$ cat src/rtl/vwin_pkg.sv
`timescale 1ns/1ps
package vwin_pkg;

  // Which source defines the active window
  typedef enum logic {
    SRC_FIXED = 1'b0,
    SRC_DE    = 1'b1
  } vwin_src_e;

  // Raise a value to a lower bound
  function automatic logic [31:0] raise_to_floor(input logic [31:0] v, input logic [31:0] lo);
    return (v < lo) ? lo : v;
  endfunction

endpackage

$ cat src/rtl/vwin_cfg.sv
`timescale 1ns/1ps
module vwin_cfg
  import vwin_pkg::*;
#(
  parameter int HSW         = 9,
  parameter int VSW         = 11,
  parameter int HTW         = 11,
  parameter int HSTART_MIN  = 64,
  parameter int VSTART_MIN  = 4,
  parameter int HSTART_DEF  = 296,
  parameter int VSTART_DEF  = 35,
  parameter int HPERIOD_DEF = 1344
)(
  input  logic           clk,
  input  logic           rst,
  input  logic           we,
  input  logic [HSW-1:0] hstart_in,
  input  logic [VSW-1:0] vstart_in,
  input  logic [HTW-1:0] hperiod_in,
  output logic [HSW-1:0] hstart,
  output logic [VSW-1:0] vstart,
  output logic [HTW-1:0] hperiod
);

  logic [HSW-1:0] hstart_c;
  logic [VSW-1:0] vstart_c;

  always_comb begin
    hstart_c = HSW'(raise_to_floor(32'(hstart_in), 32'(HSTART_MIN)));
    vstart_c = VSW'(raise_to_floor(32'(vstart_in), 32'(VSTART_MIN)));
  end

  always_ff @(posedge clk) begin
    if (rst) begin
      hstart  <= HSW'(HSTART_DEF);
      vstart  <= VSW'(VSTART_DEF);
      hperiod <= HTW'(HPERIOD_DEF);
    end else if (we) begin
      hstart  <= hstart_c;
      vstart  <= vstart_c;
      hperiod <= hperiod_in;
    end
  end

  AST_HSTART_FLOOR: assert property (@(posedge clk) disable iff (rst)
    32'(hstart) >= HSTART_MIN);
  AST_VSTART_FLOOR: assert property (@(posedge clk) disable iff (rst)
    32'(vstart) >= VSTART_MIN);

endmodule

$ cat src/rtl/vwin_fixed.sv
`timescale 1ns/1ps
module vwin_fixed #(
  parameter int H_ACT = 1024,
  parameter int V_ACT = 768,
  parameter int HSW   = 9,
  parameter int VSW   = 11,
  parameter int HTW   = 11,
  parameter int COLW  = 10,
  parameter int ROWW  = 10
)(
  input  logic             clk,
  input  logic             rst,
  input  logic             hfall,
  input  logic             vfall,
  input  logic [HSW-1:0]   hstart,
  input  logic [VSW-1:0]   vstart,
  output logic [HTW:0]     hcnt_q,
  output logic             hwin,
  output logic             vwin,
  output logic [COLW-1:0]  col_n,
  output logic [ROWW-1:0]  row_n
);

  localparam int HCW = HTW + 1;
  localparam int VLW = VSW + 1;
  localparam logic [HCW-1:0] HC_MAX = {HCW{1'b1}};
  localparam logic [VLW-1:0] VL_MAX = {VLW{1'b1}};

  logic [HCW-1:0] hcnt_n;
  logic [VLW-1:0] vl_q, vl_n;
  logic [HCW-1:0] h_lo, h_hi;
  logic [VLW-1:0] v_lo, v_hi;

  always_comb begin
    hcnt_n = hfall ? '0 : ((hcnt_q == HC_MAX) ? hcnt_q : hcnt_q + 1'b1);
    vl_n   = vl_q;
    if (vfall)
      vl_n = '0;
    else if (hfall && vl_q != VL_MAX)
      vl_n = vl_q + 1'b1;

    h_lo  = HCW'(hstart);
    h_hi  = h_lo + HCW'(H_ACT);
    v_lo  = VLW'(vstart);
    v_hi  = v_lo + VLW'(V_ACT);
    hwin  = (hcnt_n >= h_lo) && (hcnt_n < h_hi);
    vwin  = (vl_n >= v_lo) && (vl_n < v_hi);
    col_n = COLW'(hcnt_n - h_lo);
    row_n = ROWW'(vl_n - v_lo);
  end

  always_ff @(posedge clk) begin
    if (rst) begin
      hcnt_q <= HC_MAX;
      vl_q   <= VL_MAX;
    end else begin
      hcnt_q <= hcnt_n;
      vl_q   <= vl_n;
    end
  end

  AST_HCOUNT_RESTART: assert property (@(posedge clk) disable iff (rst)
    hfall |=> (hcnt_q == '0));
  AST_LINE_RESTART: assert property (@(posedge clk) disable iff (rst)
    vfall |=> (vl_q == '0));

endmodule

$ cat src/rtl/vwin_de.sv
`timescale 1ns/1ps
module vwin_de #(
  parameter int H_ACT = 1024,
  parameter int V_ACT = 768,
  parameter int COLW  = 10,
  parameter int ROWW  = 10
)(
  input  logic            clk,
  input  logic            rst,
  input  logic            de_in,
  input  logic            vfall,
  output logic            de_line,
  output logic            de_pix,
  output logic [COLW-1:0] dcol_o,
  output logic [ROWW-1:0] drow_o
);

  localparam int DCW = COLW + 1;
  localparam int RDW = ROWW + 1;
  localparam logic [DCW-1:0] DC_MAX = {DCW{1'b1}};
  localparam logic [RDW-1:0] RD_MAX = {RDW{1'b1}};

  logic           de_d;
  logic [DCW-1:0] dcol_q, dcol_n;
  logic [RDW-1:0] drow_q, drow_n, rdone_q, rdone_n, cur_rows;
  logic           run_start, run_end;

  always_comb begin
    run_start = de_in & ~de_d;
    run_end   = ~de_in & de_d;
    cur_rows  = vfall ? '0 : rdone_q;
    drow_n    = run_start ? cur_rows : drow_q;
    if (run_start)
      dcol_n = '0;
    else if (de_in && dcol_q != DC_MAX)
      dcol_n = dcol_q + 1'b1;
    else
      dcol_n = dcol_q;
    if (vfall)
      rdone_n = '0;
    else if (run_end && rdone_q != RD_MAX)
      rdone_n = rdone_q + 1'b1;
    else
      rdone_n = rdone_q;

    de_line = de_in && (drow_n < RDW'(V_ACT));
    de_pix  = de_line && (dcol_n < DCW'(H_ACT));
    dcol_o  = COLW'(dcol_n);
    drow_o  = ROWW'(drow_n);
  end

  always_ff @(posedge clk) begin
    if (rst) begin
      de_d    <= 1'b0;
      dcol_q  <= '0;
      drow_q  <= '0;
      rdone_q <= '0;
    end else begin
      de_d    <= de_in;
      dcol_q  <= dcol_n;
      drow_q  <= drow_n;
      rdone_q <= rdone_n;
    end
  end

  AST_DE_COL_START: assert property (@(posedge clk) disable iff (rst)
    (de_in && !de_d) |=> (dcol_q == '0));
  AST_DE_ROWS_CLEAR: assert property (@(posedge clk) disable iff (rst)
    vfall |=> (rdone_q == '0));

endmodule

$ cat src/rtl/vwin_lenchk.sv
`timescale 1ns/1ps
module vwin_lenchk #(
  parameter int HTW = 11
)(
  input  logic         clk,
  input  logic         rst,
  input  logic         hfall,
  input  logic         clr,
  input  logic [HTW:0] hcnt_q,
  input  logic [HTW-1:0] hperiod,
  output logic         mism
);

  localparam int HCW = HTW + 1;
  localparam logic [HCW-1:0] HC_MAX = {HCW{1'b1}};

  logic           have_ref;
  logic [HCW-1:0] meas;

  always_comb meas = (hcnt_q == HC_MAX) ? hcnt_q : hcnt_q + 1'b1;

  always_ff @(posedge clk) begin
    if (rst) begin
      have_ref <= 1'b0;
      mism     <= 1'b0;
    end else begin
      have_ref <= have_ref | hfall;
      if (clr)
        mism <= 1'b0;
      else if (hfall && have_ref && meas != HCW'(hperiod))
        mism <= 1'b1;
    end
  end

  AST_MISMATCH_STICKY: assert property (@(posedge clk) disable iff (rst)
    (mism && !clr) |=> mism);
  AST_WRITE_CLEARS: assert property (@(posedge clk) disable iff (rst)
    clr |=> !mism);

endmodule

$ cat src/rtl/vwin_locator.sv
`timescale 1ns/1ps
module vwin_locator
  import vwin_pkg::*;
#(
  parameter int H_ACT       = 1024,
  parameter int V_ACT       = 768,
  parameter int HSW         = 9,
  parameter int VSW         = 11,
  parameter int HTW         = 11,
  parameter int HSTART_MIN  = 64,
  parameter int VSTART_MIN  = 4,
  parameter int HSTART_DEF  = 296,
  parameter int VSTART_DEF  = 35,
  parameter int HPERIOD_DEF = 1344
)(
  input  logic                       clk,
  input  logic                       rst,
  input  logic                       hsync_n,
  input  logic                       vsync_n,
  input  logic                       de_in,
  input  logic                       de_mode,
  input  logic                       cfg_we,
  input  logic [HSW-1:0]             cfg_hstart,
  input  logic [VSW-1:0]             cfg_vstart,
  input  logic [HTW-1:0]             cfg_hperiod,
  output logic                       pix_valid,
  output logic                       line_valid,
  output logic [$clog2(H_ACT)-1:0]   col,
  output logic [$clog2(V_ACT)-1:0]   row,
  output logic                       len_mismatch
);

  localparam int COLW = $clog2(H_ACT);
  localparam int ROWW = $clog2(V_ACT);

  logic           hs_d, vs_d, hfall, vfall;
  logic [HSW-1:0] hstart;
  logic [VSW-1:0] vstart;
  logic [HTW-1:0] hperiod;
  logic [HTW:0]   hcnt_q;
  logic           hwin, vwin, de_line, de_pix;
  logic [COLW-1:0] fcol, dcol;
  logic [ROWW-1:0] frow, drow;
  vwin_src_e      src;

  always_ff @(posedge clk) begin
    if (rst) begin
      hs_d <= 1'b1;
      vs_d <= 1'b1;
    end else begin
      hs_d <= hsync_n;
      vs_d <= vsync_n;
    end
  end

  always_comb begin
    hfall = hs_d & ~hsync_n;
    vfall = vs_d & ~vsync_n;
    src   = de_mode ? SRC_DE : SRC_FIXED;
  end

  vwin_cfg #(
    .HSW(HSW), .VSW(VSW), .HTW(HTW),
    .HSTART_MIN(HSTART_MIN), .VSTART_MIN(VSTART_MIN),
    .HSTART_DEF(HSTART_DEF), .VSTART_DEF(VSTART_DEF), .HPERIOD_DEF(HPERIOD_DEF)
  ) u_cfg (
    .clk(clk), .rst(rst), .we(cfg_we),
    .hstart_in(cfg_hstart), .vstart_in(cfg_vstart), .hperiod_in(cfg_hperiod),
    .hstart(hstart), .vstart(vstart), .hperiod(hperiod)
  );

  vwin_fixed #(
    .H_ACT(H_ACT), .V_ACT(V_ACT), .HSW(HSW), .VSW(VSW), .HTW(HTW),
    .COLW(COLW), .ROWW(ROWW)
  ) u_fixed (
    .clk(clk), .rst(rst), .hfall(hfall), .vfall(vfall),
    .hstart(hstart), .vstart(vstart), .hcnt_q(hcnt_q),
    .hwin(hwin), .vwin(vwin), .col_n(fcol), .row_n(frow)
  );

  vwin_de #(
    .H_ACT(H_ACT), .V_ACT(V_ACT), .COLW(COLW), .ROWW(ROWW)
  ) u_de (
    .clk(clk), .rst(rst), .de_in(de_in), .vfall(vfall),
    .de_line(de_line), .de_pix(de_pix), .dcol_o(dcol), .drow_o(drow)
  );

  vwin_lenchk #(
    .HTW(HTW)
  ) u_len (
    .clk(clk), .rst(rst), .hfall(hfall), .clr(cfg_we),
    .hcnt_q(hcnt_q), .hperiod(hperiod), .mism(len_mismatch)
  );

  always_ff @(posedge clk) begin
    if (rst) begin
      pix_valid  <= 1'b0;
      line_valid <= 1'b0;
      col        <= '0;
      row        <= '0;
    end else begin
      case (src)
        SRC_DE: begin
          pix_valid  <= de_pix;
          line_valid <= de_line;
          col        <= de_pix  ? dcol : '0;
          row        <= de_line ? drow : '0;
        end
        default: begin
          pix_valid  <= hwin & vwin;
          line_valid <= vwin;
          col        <= (hwin & vwin) ? fcol : '0;
          row        <= vwin ? frow : '0;
        end
      endcase
    end
  end

  AST_PIX_NEEDS_LINE: assert property (@(posedge clk) disable iff (rst)
    pix_valid |-> line_valid);
  AST_COL_IDLE_ZERO: assert property (@(posedge clk) disable iff (rst)
    !pix_valid |-> (col == '0));
  AST_ROW_IN_RANGE: assert property (@(posedge clk) disable iff (rst)
    line_valid |-> (32'(row) < V_ACT));
  AST_DE_PIX_NEEDS_DE: assert property (@(posedge clk) disable iff (rst)
    (pix_valid && $past(de_mode)) |-> $past(de_in));

endmodule

$ cat config.mk
export PLATFORM = sky130hd
export DESIGN_NAME = vwin_locator
export DESIGN_NICKNAME = d
export VERILOG_FILES = /design/src/rtl/vwin_pkg.sv /design/src/rtl/vwin_cfg.sv /design/src/rtl/vwin_fixed.sv /design/src/rtl/vwin_de.sv /design/src/rtl/vwin_lenchk.sv /design/src/rtl/vwin_locator.sv
export SDC_FILE = /design/constraint.sdc
export NUM_CORES = 1
export LEC_CHECK = 0
export BUFFER_PORTS_ARGS = -buffer_cell sky130_fd_sc_hd__buf_2
export CAP_MARGIN = 40
export CELL_PAD_IN_SITES_DETAIL_PLACEMENT = 1
export CELL_PAD_IN_SITES_GLOBAL_PLACEMENT = 2
export CORE_MARGIN = 3
export CORE_UTILIZATION = 25
export DETAILED_ROUTE_END_ITERATION = 12
export PLACE_DENSITY = 0.63
export SYNTH_ARGS = -nofsm -noshare
export SYNTH_HDL_FRONTEND = slang
export SYNTH_SLANG_ARGS = --single-unit
$ cat constraint.sdc
create_clock -name clk -period 3.61 [get_ports clk]
set_input_delay 0.361 -clock clk [delete_from_list [all_inputs] [get_ports clk]]
set_output_delay 0.361 -clock clk [all_outputs]
set_load 0.02 [all_outputs]
==> impl_metrics.env, run 1 <==
export IMPL_status="completed"
export IMPL_finalHoldViolCount=0
export IMPL_antenna_cells=0
export IMPL_min_path_type="in -> reg"
export IMPL_crit_type="reg -> reg"
export IMPL_path_clk_slew_ns=0.06
export IMPL_seq_area_frac_synth=0.3930
export IMPL_slowest_stage="ha_1"
export IMPL_clock_path_buffers=2
export IMPL_grt_pass1_vias=5190
export IMPL_cts_tree="done"
export IMPL_viasPerCell=4.673
export IMPL_ys_warn_count=0
export IMPL_nets=812
export IMPL_final_max_slew_viol_count=0
export IMPL_ys_types=62
export IMPL_grt_max_degree=47
export IMPL_multi_input_area_sq_um=3446
export IMPL_dp_hpwl_mm=13.20
export IMPL_finalPower_mw=3.932
export IMPL_syn_nets=732
export IMPL_drive_gt1_frac=0.2116
export IMPL_drt_iter0_drc=220
export IMPL_area_growth_pct=25.25
export IMPL_p_leak_nw=2.994
export IMPL_p_switching_mw=1.195
export IMPL_intPower_mw=2.737
export IMPL_grt_pass1_wl_mm=28.13
export IMPL_cp_max_fo=8
export IMPL_synth_edf_count=0
export IMPL_post_drt_wl_per_cell_microns=16.16
export IMPL_p_sw_frac=0.3038
export IMPL_finalSetupViolations=0
export IMPL_critPathRequiredTime_ns=3.95
export IMPL_slew_headroom=0.4829
export IMPL_layout_min_cycle_time_ns=3.411
export IMPL_die_w_microns=159.1
export IMPL_path_common_cell="ha_1"
export IMPL_antenna_found_initial=0
export IMPL_gp_routability_congestion=0.8260
export IMPL_timing_hold_ws_ns=0.1588
export IMPL_floorplan_core_area_sq_um=22850
export IMPL_clk_latency_ns=0.42
export IMPL_fin_crit_sh=0.9448
export IMPL_drtAntennaViolNets=0
export IMPL_synth_cell_area_sq_um=5858
export IMPL_vias=4995
export IMPL_final_cell_mix="dfxtp_1, nor2_1, buf_2, inv_1, nand2_1"
export IMPL_worst_pin_slew_ns=0.7757
export IMPL_cts_hold_buf=0
export IMPL_critPathCaptureType="register"
export IMPL_track_usage=0.1375
export IMPL_gr_total_overflow=0
export IMPL_initial_core_util=0.2564
export IMPL_regArea_sq_um=2306
export IMPL_remaining_drc_errors=0
export IMPL_die_area_sq_um=25300
export IMPL_num_rows=55
export IMPL_clock_sinks=115
export IMPL_postSynthCellCount=663
export IMPL_h_tree_depth=4
export IMPL_async_reset_ff_frac=0
export IMPL_clock_power_share=0.421
export IMPL_avgSynthCellArea_sq_um=8.836
export IMPL_die_h_microns=159.1
export IMPL_p_comb_frac=0.222
export IMPL_ios=61
export IMPL_fmax_ghz=0.2932
export IMPL_ctsRootBufferMaster="clkbuf_16"
export IMPL_synth_top_area_frac=0.3930
export IMPL_synth_top_cell_by_area="dfxtp_1"
export IMPL_worstSetupStartpointType="register"
export IMPL_crit_arrival_ns=3.75
export IMPL_mostFrequentLayoutCell="dfxtp_1"
export IMPL_critPathMaxStageDelay_ns=0.39
export IMPL_portBuffers=60
export IMPL_nFillCells=2712
export IMPL_ys_ff_latch=115
export IMPL_cts_made_buffers=17
export IMPL_p_per_area_nw_per_um2=535.9
export IMPL_synthTopCellsByArea="dfxtp_1, nor2_1, ha_1"
export IMPL_cap_viol_max_count=0
export IMPL_fin_worst_skew_ns=0.006889
export IMPL_synthFlopType="dfxtp_1"
export IMPL_worstPathCellList="ha_1 -> and3_1 -> a21o_4 -> nor3_2 -> xnor2_1 -> nor2_1 -> ha_1 -> nand4_1 -> a311oi_2 -> o221ai_2 -> a2111oi_4 -> buf_6 -> nand2_2 -> o21ai_1"
export IMPL_routed_wl_mm=17.28
export IMPL_drtPass1Iterations=4
export IMPL_ir_worst_vdd_mv=0.2905
export IMPL_seqPwrFrac=0.357
[cells in the mapped netlist, drive strengths merged (3+ instances only)]
cell    number
nor3        12
nor4         9
xor2        18
a211oi       3
and2         4
inv         39
nand3       12
xnor2       35
or2          6
a22o         7
nor2       105
o21ai       44
o22ai       11
dfxtp      115
a21o         4
a21oi       22
nor2b        5
or3          7
buf          5
mux2i       25
a31oi        5
a221o        4
ha          29
and4         8
nand2b      16
a41oi        4
o211ai       5
clkbuf      17
and3         7
a22oi        7
nand4       14
nand2       36
[registers in the layout, indices dropped and copies added, names as in the netlist, 9 cells and up]
register,count
u_cfg.hperiod,11
u_de.rdone_q,11
u_fixed.hcnt_q,12
u_fixed.vl_q,12
u_cfg.vstart,11
u_cfg.hstart,9
col,10
u_de.dcol_q,11
row,10
u_de.drow_q,11
[repair_timing]
item | CTS | global route
setup buffers | 0 | 6
setup endpoints to repair | 10 | 22
gates cloned | 0 | 1
gates resized for setup | 1 | 21
pin swaps | 0 | 6
[through the flow]
stage                     cell area, sq um  worst slack, ns   TNS, ns  utilization  std cells
after floorplan                       5858           0.2982         0            -        663
after global placement                6586           0.1840         0       0.2883       1030
after detailed placement              6586          0.02246         0       0.2883       1030
after CTS                             7166          0.05045         0       0.3136       1062
after global routing                  7337        -0.008987  -0.01562       0.3211       1069
final                                 7337           0.1994         0       0.3211       1069
[worst max-delay path, delay by kind of cell (launching register included)]
family	cells	cell delay (ns)
flip-flops	1	0.34
buffers and inverters	1	0.19
AND/OR/NAND/NOR	5	0.77
AO/OA/AOI/OAI	5	1.26
adder cells (fa/ha/maj)	2	0.62
XOR/XNOR	1	0.17
[power groups by stage]
| stage | clock (mW) | combinational [mW] | sequential, mW |
|---|---|---|---|
| floorplan | 0 | 0.572 | 1.43 |
| global placement | 0 | 0.807 | 1.43 |
| detailed placement | 0 | 0.827 | 1.43 |
| CTS | 1.70 | 0.831 | 1.40 |
| global route | 1.76 | 0.981 | 1.41 |
| finish | 1.66 | 0.875 | 1.40 |
[layer usage]
metal | share of wire | track usage
met1 | 0.49 | 0.1832
met2 | 0.47 | 0.2209
met3 | 0.026 | 0.02888
met4 | 0.016 | 0.04855
met5 | 0 | 0
[area by class of cell]
type                       count  share of cell area
inverter                      39             0.01995
tap                          313             0.05338
clock inverter                13             0.01842
sequential                   115              0.3143
clock buffer                  19             0.06037
timing repair buffer          82             0.06395
multi-input combinational    488              0.4696
[cells by family after synthesis]
| logic type | after synthesis | share of synthesized area |
|---|---|---|
| buf+inv | 61 | 0.03930 |
| flops | 115 | 0.3930 |
| fa+ha+maj | 31 | 0.06877 |
| compound gates | 132 | 0.1640 |
| simple gates | 245 | 0.2097 |
| mux | 26 | 0.04464 |
| xor+xnor | 53 | 0.08052 |
[final timing paths]
| path | startpoint | to | slack [ns] | depth (start not counted) |
|---|---|---|---|---|
| min | hsync_n | hs_d$_SDFF_PP1_ | 0.16 | 2 |
| min reg2reg | u_len.have_ref$_SDFF_PP0_ | u_len.have_ref$_SDFF_PP0_ | 0.47 | 2 |
| max | u_fixed.vl_q[0]$_SDFF_PP1_ | row[7]$_SDFF_PP0_ | 0.20 | 14 |
| max reg2reg | u_fixed.vl_q[0]$_SDFF_PP1_ | row[7]$_SDFF_PP0_ | 0.20 | 14 |
No activity file was read; power rests on OpenSTA's default activity.
==> inputs of run 2 (changes only) <==
--- a/config.mk
+++ b/config.mk
@@ -10,9 +10,10 @@
 export CELL_PAD_IN_SITES_DETAIL_PLACEMENT = 1
 export CELL_PAD_IN_SITES_GLOBAL_PLACEMENT = 2
 export CORE_MARGIN = 3
-export CORE_UTILIZATION = 25
+export CORE_UTILIZATION = 36
 export DETAILED_ROUTE_END_ITERATION = 12
-export PLACE_DENSITY = 0.63
+export PLACE_DENSITY = 0.84
+export SETUP_SLACK_MARGIN = 0.02
 export SYNTH_ARGS = -nofsm -noshare
 export SYNTH_HDL_FRONTEND = slang
 export SYNTH_SLANG_ARGS = --single-unit
==> constraint.sdc (replaced) <==
create_clock -name clk -period 3.61 [get_ports clk]
set_input_delay 0.722 -clock clk [delete_from_list [all_inputs] [get_ports clk]]
set_output_delay 0.722 -clock clk [all_outputs]
set_load 0.02 [all_outputs]
==> run 2 against run 1 <==
Worst setup slack worse by 0.010 ns. Hold slack better by 0.33 ns. Sequential share of layout area up 0.27 points. Combinational power up 1%. Design area down 0.97%. Via count up 1.6%. Largest cell class unchanged.
==> impl_metrics.env, run 2 (synthesis results as in run 1) <==
export IMPL_status="completed"
export IMPL_setup_slack_ns=0.1889
export IMPL_regArea_sq_um=2303
export IMPL_multi_input_area_sq_um=3445
export IMPL_dr_wl_met2_mm=8.031
export IMPL_routed_top_layer="met4"
export IMPL_cts_hold_buf=0
export IMPL_track_usage=0.1877
export IMPL_critPathRequiredTime_ns=3.95
export IMPL_ir_worst_vdd_mv=0.3537
export IMPL_wl_met3_microns=479
export IMPL_nFillCells=1885
export IMPL_final_core_util=0.4574
export IMPL_gr_total_overflow=0
export IMPL_dp_cells=941
export IMPL_dp_hpwl_mm=12.32
export IMPL_cap_viol_max_count=0
export IMPL_drt_iter0_drc=198
export IMPL_mostFrequentLayoutCell="dfxtp_1"
export IMPL_post_drt_wl_per_cell_microns=17.07
export IMPL_grt_pass1_vias=5237
export IMPL_slew_headroom=0.5027
export IMPL_drtPass1Iterations=5
export IMPL_ios=61
export IMPL_die_w_microns=133.6
export IMPL_final_cell_mix="dfxtp_1, nor2_1, buf_2, inv_1, nand2_1"
export IMPL_finalSetupViolations=0
export IMPL_finalPower_mw=3.979
export IMPL_reg2reg_depth=15
export IMPL_placed_cell_area_sq_um=6538
export IMPL_p_leak_nw=3.007
export IMPL_layout_cells_non_filler=975
export IMPL_grt_max_degree=47
export IMPL_area_growth_pct=24.03
export IMPL_drive_gt1_frac=0.2134
export IMPL_antenna_cells=0
export IMPL_final_max_slew_viol_count=0
export IMPL_timing_hold_ws_ns=0.4855
export IMPL_r2r_end="col[3]$_SDFF_PP0_"
export IMPL_p_per_area_nw_per_um2=547.7
export IMPL_die_area_sq_um=17840
export IMPL_routed_wl_mm=16.65
export IMPL_antenna_found_initial=0
export IMPL_fin_area_sq_um=7266
export IMPL_fmax_ghz=0.2923
export IMPL_vias=5075
export IMPL_clock_path_buffers=2
export IMPL_layout_min_cycle_time_ns=3.421
export IMPL_floorplan_core_area_sq_um=15890
export IMPL_die_h_microns=133.6
export IMPL_gp_routability_congestion=0.8538
export IMPL_drtAntennaViolNets=0
export IMPL_cp_max_fo=7
export IMPL_cts_made_buffers=17
export IMPL_critPathCaptureType="register"
export IMPL_worstSetupStartpointType="register"
export IMPL_worst_pin_slew_ns=0.7460
export IMPL_portBuffers=60
export IMPL_top_regs="u_fixed.hcnt_q: 12 flops, u_fixed.vl_q: 12 flops"
export IMPL_rsz0062_at_grt="true"
export IMPL_path_clk_slew_ns=0.06
export IMPL_viasPerCell=5.205
export IMPL_ctsRootBufferMaster="clkbuf_16"
export IMPL_crit_arrival_ns=3.76
export IMPL_regToRegStartpoint="u_fixed.vl_q[1]$_SDFF_PP1_"
export IMPL_m1WireLength_mm=7.852
export IMPL_rrSetupSlack_ns=0.19
export IMPL_fin_worst_skew_ns=0.008408
export IMPL_nets=815
export IMPL_whs_path_depth=2
export IMPL_clk_latency_ns=0.42
export IMPL_min_path_type="reg -> reg"
export IMPL_fin_setup_tns_ns=0
export IMPL_h_tree_depth=4
export IMPL_finalHoldViolCount=0
export IMPL_initial_core_util=0.3688
export IMPL_pre_cts_ws_ns=-0.04974
export IMPL_cts_tree="done"
export IMPL_remaining_drc_errors=0
export IMPL_fin_crit_sh=0.9477
export IMPL_clock_sinks=115
export IMPL_crit_type="reg -> reg"
export IMPL_holdPathEnd="u_len.have_ref$_SDFF_PP0_"
export IMPL_num_rows=46
export IMPL_grt_pass1_wl_mm=26.61
export IMPL_hold_path_startpoint="u_len.have_ref$_SDFF_PP0_"
-- run 2: layout make-up --
cell class / count / area share
clock inverters: 13 / 0.02118
multi-input cells: 488 / 0.4741
well taps: 216 / 0.03720
flip-flops and latches: 115 / 0.3170
clock buffers: 19 / 0.06096
inverters: 39 / 0.02015
repair buffers: 85 / 0.06940
-- run 2: critical path, cell delays in order (launching register included) --
cell	delay, ns
dfxtp_1	0.40
ha_2	0.24
and3_1	0.23
nand3b_1	0.21
nor2_1	0.19
xnor2_1	0.17
nor2_1	0.12
ha_4	0.31
nand2_1	0.06
o21ai_1	0.24
a211o_1	0.18
o221ai_2	0.11
a2111oi_4	0.40
buf_6	0.20
nand3_4	0.13
o22ai_2	0.15
-- run 2: timing repair --
item / 4_1_cts / 5_1_grt
endpoints found under the setup margin: 0 / 22
gates resized for setup: 0 / 21
buffers inserted: 0 / 1
-- run 2: power breakdown --
part | internal, mW | total (mW) | switching, mW
Combinational | 0.382 | 0.888 | 0.506
Clock | 1.04 | 1.69 | 0.645
Sequential | 1.34 | 1.40 | 0.0622
Total | 2.77 | 3.98 | 1.21
-- run 2: metal layers --
layer,global-route usage,vias to the layer above
met5,0,-
met4,0.06857,0
met3,0.04305,20
met2,0.3107,83
met1,0.2402,2460
li1,-,2512
-- run 2: how the worst max path moves through the flow --
stage	from	endpoint	slack (ns)	depth (start not counted)
2_1_floorplan	hsync_n	col[0]$_SDFF_PP0_	0.07	13
3_3_place_gp	hsync_n	col[6]$_SDFF_PP0_	0.04	14
3_5_place_dp	hsync_n	col[1]$_SDFF_PP0_	-0.05	14
4_1_cts	u_fixed.vl_q[0]$_SDFF_PP1_	col[3]$_SDFF_PP0_	0.03	14
5_1_grt	u_fixed.vl_q[1]$_SDFF_PP1_	col[3]$_SDFF_PP0_	-0.03	14
6_report	u_fixed.vl_q[1]$_SDFF_PP1_	col[3]$_SDFF_PP0_	0.19	15
